`src/rtl/qwr_pkg.sv`:
```
package qwr_pkg;

  // Merge commands from control to datapath for one accepted beat
  typedef struct packed {
    logic       mergeLo;   // low dword of the beat is merged
    logic       mergeHi;   // high dword of the beat is merged
    logic [3:0] dwLo;      // window dword index of the low dword
    logic [3:0] dwHi;      // window dword index of the high dword
    logic [3:0] beLo;      // byte enables applied to the low dword
    logic [3:0] beHi;      // byte enables applied to the high dword
    logic       clearLine; // empty the valid map
  } qwr_strobe_t;

endpackage

```
`src/rtl/qwr_ctrl.sv`:
```
module qwr_ctrl
  import qwr_pkg::*;
#(
  parameter int ADDR_W = 16,
  parameter int LEN_W = 5,
  parameter int CNT_W = 16,
  parameter int MSG_DW = 12,
  parameter logic [ADDR_W-1:0] WIN_BASE = 16'h0040
) (
  input  logic              clk,
  input  logic              rstN,
  input  logic              inValid,
  output logic              inReady,
  input  logic [ADDR_W-1:0] inAddr,
  input  logic [LEN_W-1:0]  inLen,
  input  logic [3:0]        inFirstBe,
  input  logic [3:0]        inLastBe,
  input  logic              msgReady,
  output qwr_strobe_t       strobe,
  output logic [CNT_W-1:0]  wrCount,
  output logic [CNT_W-1:0]  unalignedCount,
  output logic [CNT_W-1:0]  dropCount
);

  logic              busyQ, dropQ;
  logic [LEN_W-1:0]  remQ;
  logic [3:0]        offQ;
  logic [3:0]        lastBeQ;
  logic [CNT_W-1:0]  wrCntQ, unalCntQ, dropCntQ;

  logic              accept, headBeat, inWin, fits, curDrop, hasHi;
  logic [LEN_W:0]    endOff;
  logic [LEN_W-1:0]  curRem;
  logic [3:0]        curOff, curLastBe;

  always_comb begin
    inReady   = ~msgReady;
    accept    = inValid & inReady;
    headBeat  = ~busyQ;
    inWin     = (inAddr[ADDR_W-1:4] == WIN_BASE[ADDR_W-1:4]);
    endOff    = {1'b0, inLen} + (LEN_W+1)'(inAddr[3:0]);
    fits      = (inLen != '0) && (endOff <= (LEN_W+1)'(MSG_DW));
    curDrop   = headBeat ? !(inWin && fits) : dropQ;
    curRem    = headBeat ? inLen : remQ;
    curOff    = headBeat ? inAddr[3:0] : offQ;
    curLastBe = headBeat ? inLastBe : lastBeQ;
    hasHi     = (curRem >= LEN_W'(2));

    strobe.mergeLo   = accept & ~curDrop;
    strobe.mergeHi   = accept & ~curDrop & hasHi;
    strobe.dwLo      = curOff;
    strobe.dwHi      = curOff + 4'd1;
    strobe.beLo      = headBeat ? inFirstBe :
                       ((curRem == LEN_W'(1)) ? curLastBe : 4'hF);
    strobe.beHi      = (curRem == LEN_W'(2)) ? curLastBe : 4'hF;
    strobe.clearLine = msgReady;
  end

  always_ff @(posedge clk) begin
    if (!rstN) begin
      busyQ    <= 1'b0;
      dropQ    <= 1'b0;
      remQ     <= '0;
      offQ     <= '0;
      lastBeQ  <= '0;
      wrCntQ   <= '0;
      unalCntQ <= '0;
      dropCntQ <= '0;
    end else if (accept) begin
      busyQ   <= (curRem > LEN_W'(2));
      remQ    <= curRem - LEN_W'(2);
      offQ    <= curOff + 4'd2;
      dropQ   <= curDrop;
      lastBeQ <= curLastBe;
      if (headBeat) begin
        wrCntQ <= wrCntQ + 1'b1;
        if (inAddr[0]) unalCntQ <= unalCntQ + 1'b1;
        if (curDrop)   dropCntQ <= dropCntQ + 1'b1;
      end
    end
  end

  assign wrCount        = wrCntQ;
  assign unalignedCount = unalCntQ;
  assign dropCount      = dropCntQ;

  // the write counter advances by at most one per cycle
  p_wr_step_r8: assert property (@(posedge clk) disable iff (!rstN)
    1'b1 |=> (wrCntQ == $past(wrCntQ)) || (wrCntQ == $past(wrCntQ) + 1'b1));

  // the sub-counters never run ahead of the write counter
  p_sub_le_r8: assert property (@(posedge clk) disable iff (!rstN)
    (unalCntQ <= wrCntQ) && (dropCntQ <= wrCntQ));

  // a dropped write merges nothing on any of its later beats
  p_drop_quiet_r6: assert property (@(posedge clk) disable iff (!rstN)
    (busyQ && dropQ) |-> !(strobe.mergeLo || strobe.mergeHi));

endmodule

```
`src/rtl/qwr_datapath.sv`:
```
module qwr_datapath
  import qwr_pkg::*;
#(
  parameter int MSG_WORDS = 6
) (
  input  logic                   clk,
  input  logic                   rstN,
  input  qwr_strobe_t            strobe,
  input  logic [63:0]            inData,
  output logic [64*MSG_WORDS-1:0] msgData,
  output logic [MSG_WORDS-1:0]   wordDone,
  output logic                   msgReady,
  output logic                   overlapHit
);

  localparam int MSG_BYTES = MSG_WORDS * 8;
  localparam int MSG_DW    = MSG_WORDS * 2;

  logic [MSG_BYTES-1:0] mapQ, wrMask, nextMap;
  logic [7:0]           lineQ  [MSG_BYTES];
  logic [7:0]           wrByte [MSG_BYTES];
  logic [MSG_WORDS-1:0] wordFullOld, wordFullNew, wordDoneQ;
  logic                 msgReadyQ, overlapQ;

  always_comb begin
    for (int d = 0; d < MSG_DW; d++) begin
      for (int b = 0; b < 4; b++) begin
        logic selLo, selHi;
        selLo = strobe.mergeLo && (strobe.dwLo == 4'(d)) && strobe.beLo[b];
        selHi = strobe.mergeHi && (strobe.dwHi == 4'(d)) && strobe.beHi[b];
        wrMask[4*d+b] = selLo | selHi;
        wrByte[4*d+b] = selHi ? inData[32+8*b +: 8] : inData[8*b +: 8];
      end
    end
    nextMap = mapQ | wrMask;
  end

  for (genvar w = 0; w < MSG_WORDS; w++) begin : g_word
    assign wordFullOld[w] = &mapQ[8*w +: 8];
    assign wordFullNew[w] = &nextMap[8*w +: 8];
  end

  for (genvar i = 0; i < MSG_BYTES; i++) begin : g_byte
    assign msgData[8*i +: 8] = lineQ[i];
  end

  always_ff @(posedge clk) begin
    if (!rstN) begin
      mapQ      <= '0;
      wordDoneQ <= '0;
      msgReadyQ <= 1'b0;
      overlapQ  <= 1'b0;
    end else if (strobe.clearLine) begin
      mapQ      <= '0;
      wordDoneQ <= '0;
      msgReadyQ <= 1'b0;
      overlapQ  <= 1'b0;
    end else begin
      mapQ      <= nextMap;
      wordDoneQ <= wordFullNew & ~wordFullOld;
      msgReadyQ <= &nextMap;
      overlapQ  <= |(mapQ & wrMask);
    end
  end

  always_ff @(posedge clk) begin
    for (int i = 0; i < MSG_BYTES; i++) begin
      if (wrMask[i]) lineQ[i] <= wrByte[i];
    end
  end

  assign wordDone   = wordDoneQ;
  assign msgReady   = msgReadyQ;
  assign overlapHit = overlapQ;

  // a done pulse only names words whose bytes are all valid
  p_done_full_r4: assert property (@(posedge clk) disable iff (!rstN)
    (wordDoneQ & ~wordFullOld) == '0);

  // no word reports done in two consecutive cycles
  p_done_once_r4: assert property (@(posedge clk) disable iff (!rstN)
    (wordDoneQ != '0) |=> ((wordDoneQ & $past(wordDoneQ)) == '0));

  // message-ready lasts one cycle and leaves an empty map behind
  p_msg_pulse_r5: assert property (@(posedge clk) disable iff (!rstN)
    msgReadyQ |=> (!msgReadyQ && (mapQ == '0)));

  // nothing is merged while the full line is being presented
  p_no_merge_r5: assert property (@(posedge clk) disable iff (!rstN)
    msgReadyQ |-> !(strobe.mergeLo || strobe.mergeHi));

endmodule

```
`src/rtl/qword_reassembler.sv`:
```
module qword_reassembler
  import qwr_pkg::*;
#(
  parameter int ADDR_W = 16,
  parameter int LEN_W = 5,
  parameter int CNT_W = 16,
  parameter int MSG_WORDS = 6,
  parameter logic [ADDR_W-1:0] WIN_BASE = 16'h0040
) (
  input  logic                    clk,
  input  logic                    rstN,
  input  logic                    inValid,
  output logic                    inReady,
  input  logic [ADDR_W-1:0]       inAddr,
  input  logic [LEN_W-1:0]        inLen,
  input  logic [3:0]              inFirstBe,
  input  logic [3:0]              inLastBe,
  input  logic [63:0]             inData,
  output logic [64*MSG_WORDS-1:0] msgData,
  output logic [MSG_WORDS-1:0]    wordDone,
  output logic                    msgReady,
  output logic                    overlapHit,
  output logic [CNT_W-1:0]        wrCount,
  output logic [CNT_W-1:0]        unalignedCount,
  output logic [CNT_W-1:0]        dropCount
);

  localparam int MSG_DW = MSG_WORDS * 2;

  qwr_strobe_t strobe;

  qwr_ctrl #(
    .ADDR_W(ADDR_W), .LEN_W(LEN_W), .CNT_W(CNT_W),
    .MSG_DW(MSG_DW), .WIN_BASE(WIN_BASE)
  ) u_ctrl (
    .clk(clk), .rstN(rstN), .inValid(inValid), .inReady(inReady),
    .inAddr(inAddr), .inLen(inLen), .inFirstBe(inFirstBe),
    .inLastBe(inLastBe), .msgReady(msgReady), .strobe(strobe),
    .wrCount(wrCount), .unalignedCount(unalignedCount),
    .dropCount(dropCount)
  );

  qwr_datapath #(.MSG_WORDS(MSG_WORDS)) u_dp (
    .clk(clk), .rstN(rstN), .strobe(strobe), .inData(inData),
    .msgData(msgData), .wordDone(wordDone), .msgReady(msgReady),
    .overlapHit(overlapHit)
  );

  // no beat is taken in the cycle the full message is shown
  p_no_accept_r5: assert property (@(posedge clk) disable iff (!rstN)
    msgReady |-> !(inValid && inReady));

endmodule

```
`config.mk`:
```
export PLATFORM = sky130hd
export DESIGN_NAME = qword_reassembler
export DESIGN_NICKNAME = d
export VERILOG_FILES = /design/src/rtl/qwr_pkg.sv /design/src/rtl/qwr_ctrl.sv /design/src/rtl/qwr_datapath.sv /design/src/rtl/qword_reassembler.sv
export SDC_FILE = /design/constraint.sdc
export NUM_CORES = 1
export LEC_CHECK = 0
export ABC_CLOCK_PERIOD_IN_PS = 6650
export BUFFER_PORTS_ARGS = -buffer_cell sky130_fd_sc_hd__clkbuf_2
export CORE_ASPECT_RATIO = 0.6
export CORE_MARGIN = 2
export CORE_UTILIZATION = 59
export DETAILED_ROUTE_END_ITERATION = 8
export HOLD_SLACK_MARGIN = 0.15
export PLACE_DENSITY = 0.9
export SYNTH_ARGS = -nofsm -noshare
export SYNTH_HDL_FRONTEND = slang
export SYNTH_SLANG_ARGS = --single-unit
```
`constraint.sdc`:
```
create_clock -name clk -period 6.65 [get_ports clk]
set_clock_uncertainty 0.15 [all_clocks]
set_input_delay 0.665 -clock clk [delete_from_list [all_inputs] [get_ports clk]]
set_output_delay 0.665 -clock clk [all_outputs]
set_load 0.005 [all_outputs]
```
==> metrics.yaml <==
path_cells: "inv_4 -> o21ai_0 -> ha_1 -> nand2_1 -> mux2_2 -> o211ai_4 -> nand2b_1 -> nor3_2 -> a21o_1 -> o22ai_1 -> nor4_1 -> and3_1"
status: "finished, final reports clean"
final_cell_mix: "clkbuf_2 (536), edfxtp_1 (384), mux2_2 (382)"
final_area_mm2: 0.02852
async_flop_share_pct: 0
yosys_warnings: 0
cp.required_ns: 7.02
synth_cells: 1821
hold_viol: 0
clock_path_buffers: 3
first_iter_violations: 3110
fin_util_pct: 70.91
period_share_pct: 81.96
dieHeight_um: 160.1
wl_per_cell_um: 30.52
grt_first_pass_wirelength_um: 126900
ys.flop_type: "edfxtp_1"
area.growth.synth_to_final_pct: 19.09
crit_type: "reg2reg"
drive_gt1_share_pct: 47.02
slowest_delay_ns: 0.76
critPathArrivalTime_ns: 5.82
drtAntennaViolNets: 0
grt_antenna_before_repair: 1
grt_usage_pct: 40.73
numClockSinks: 503
p_leak_nw: 10.76
die_w_um: 264.1
grt_max_degree: 66
drt-vias-per-instance: 6.592
cp_slowest_cell: "nor3_2"
peakVddDrop_mv: 0.2042
grt_pass1_vias: 18150
cts.clk_slew.worst_paths_ns: 0.07
syn_avg_cell_area_um2: 13.15
start_util_pct: 59.54
pre_cts_ws_ns: 1.416
tightest_slew_ns: 1.376
cts_htree_levels: 2
yosysSeqAreaShare_pct: 58.09
fin_nets: 2415
cp-end-kind: "register"
num_rows: 57
place_inst: 2792
finalSetupViolCount: 0
critical_path.max_fanout: 18
fin_cells: 2877
total_power_mw: 6.823
placed_area_mm2: 0.02701
fmax_ghz: 0.1835
ios: 537
dr.pass1.iters: 7
synth_area_mm2: 0.02395
powerDensity_mw_per_mm2: 239.2
routed_wl_um: 87790
overflow: 0
rsz0062_at_grt: "no"
min_period_ns: 5.450
cts_resized: 0
synth-seq-cells: 503
syn_nets: 1927
clkLatencyLatePin_ns: 0.57
vias: 18970
ys_types: 100
root_buffer: "clkbuf_16"
tns_ns: 0
hold_buffers: 0
hp-class: "in2reg"
numCtsBuffers: 46
synth_edf_count: 384
n_antenna_cell: 0
whs_ns: 0.2009
cts_tree: "done"
layout_setup_ws_ns: 1.200
maxCapViolCount: 0
post_cts_buffers: 0
gp_congestion: 1.023
core-area_mm2: 0.04022
cp-start-kind: "register"
layout_commonest_cell: "clkbuf_2"
drcViolationCount: 0
drv_slew: 0
maxSlewHeadroom_pct: 7.730
place_hpwl_um: 63180
io_buffers: 536
dieArea_mm2: 0.04227
==> flip-flops by register name (all words and copies together) (netlist names), 5 cells and up <==
signal and flops:
u_ctrl.dropCount 16, u_ctrl.remQ 5, u_dp.wordDone 6, u_dp.mapQ 48
u_ctrl.unalignedCount 16, u_ctrl.wrCount 16, u_dp.lineQ 384
==> layout make-up <==
type	count	area [um^2]
clock buffer	60	1305
timing repair buffer	566	2908
sequential	503	13910
tap	531	664.4
clock inverter	25	209.0
multi-input combinational	1175	9457
fill	2787	11700
inverter	17	66.31
==> cell usage after synthesis (15+ instances only) <==
master	count	share of area, %
nand4_1	33	0.86
dfxtp_1	119	9.9
edfxtp_1	384	48
o21ai_0	35	0.73
xnor2_1	37	1.4
buf_2	21	0.44
nor3_1	15	0.31
clkbuf_1	96	1.5
inv_1	16	0.25
or3_1	15	0.39
mux2_2	382	18
a21oi_1	23	0.48
nand2_1	117	1.8
nand3_1	41	0.86
nor2_1	111	1.7
and3_1	19	0.50
and2_1	66	1.7
==> layer usage <==
metal	up-vias	GRT usage, %	wire length, um
li1	7853	-	-
met1	9381	59.91	35300
met2	1557	59.38	37710
met3	172	12.80	12780
met4	2	8.936	1991
met5	-	0	12
==> power by group <==
group          internal, mW  switching [mW]  total [mW]
Sequential             3.41          0.0304        3.44
Clock                  1.50            1.20        2.71
Combinational         0.219           0.453       0.671
==> critical path: cells and delay by family, from the launching register on <==
kind | cells | cell delay, ns
compound gates | 4 | 1.59
mux | 1 | 0.28
fa+ha+maj | 1 | 0.40
simple gates | 5 | 2.23
buf+inv | 1 | 0.16
flops | 1 | 0.57
==> worst paths after layout <==
check                           slack, ns              start           endpoint  depth (start not counted)
worst min register to register       0.34  u_ctrl.lastBeQ[3]  u_ctrl.lastBeQ[3]                          2
worst max register to register       1.20       u_ctrl.busyQ      u_dp.msgReady                         12
worst min-delay path                 0.20        inLastBe[2]  u_ctrl.lastBeQ[2]                          3
worst max-delay path                 1.20       u_ctrl.busyQ      u_dp.msgReady                         12
==> cell families (layout without fill, tap and decap cells) <==
group,after synthesis,in the layout,share of synthesized area [%]
flops,503,503,58.09
buf+inv,143,668,2.612
xor+xnor,43,43,1.572
mux,389,389,18.25
compound gates,217,217,7.016
simple gates,516,516,11.90
fa+ha+maj,10,10,0.5538
(Power assumes the default switching activity.)
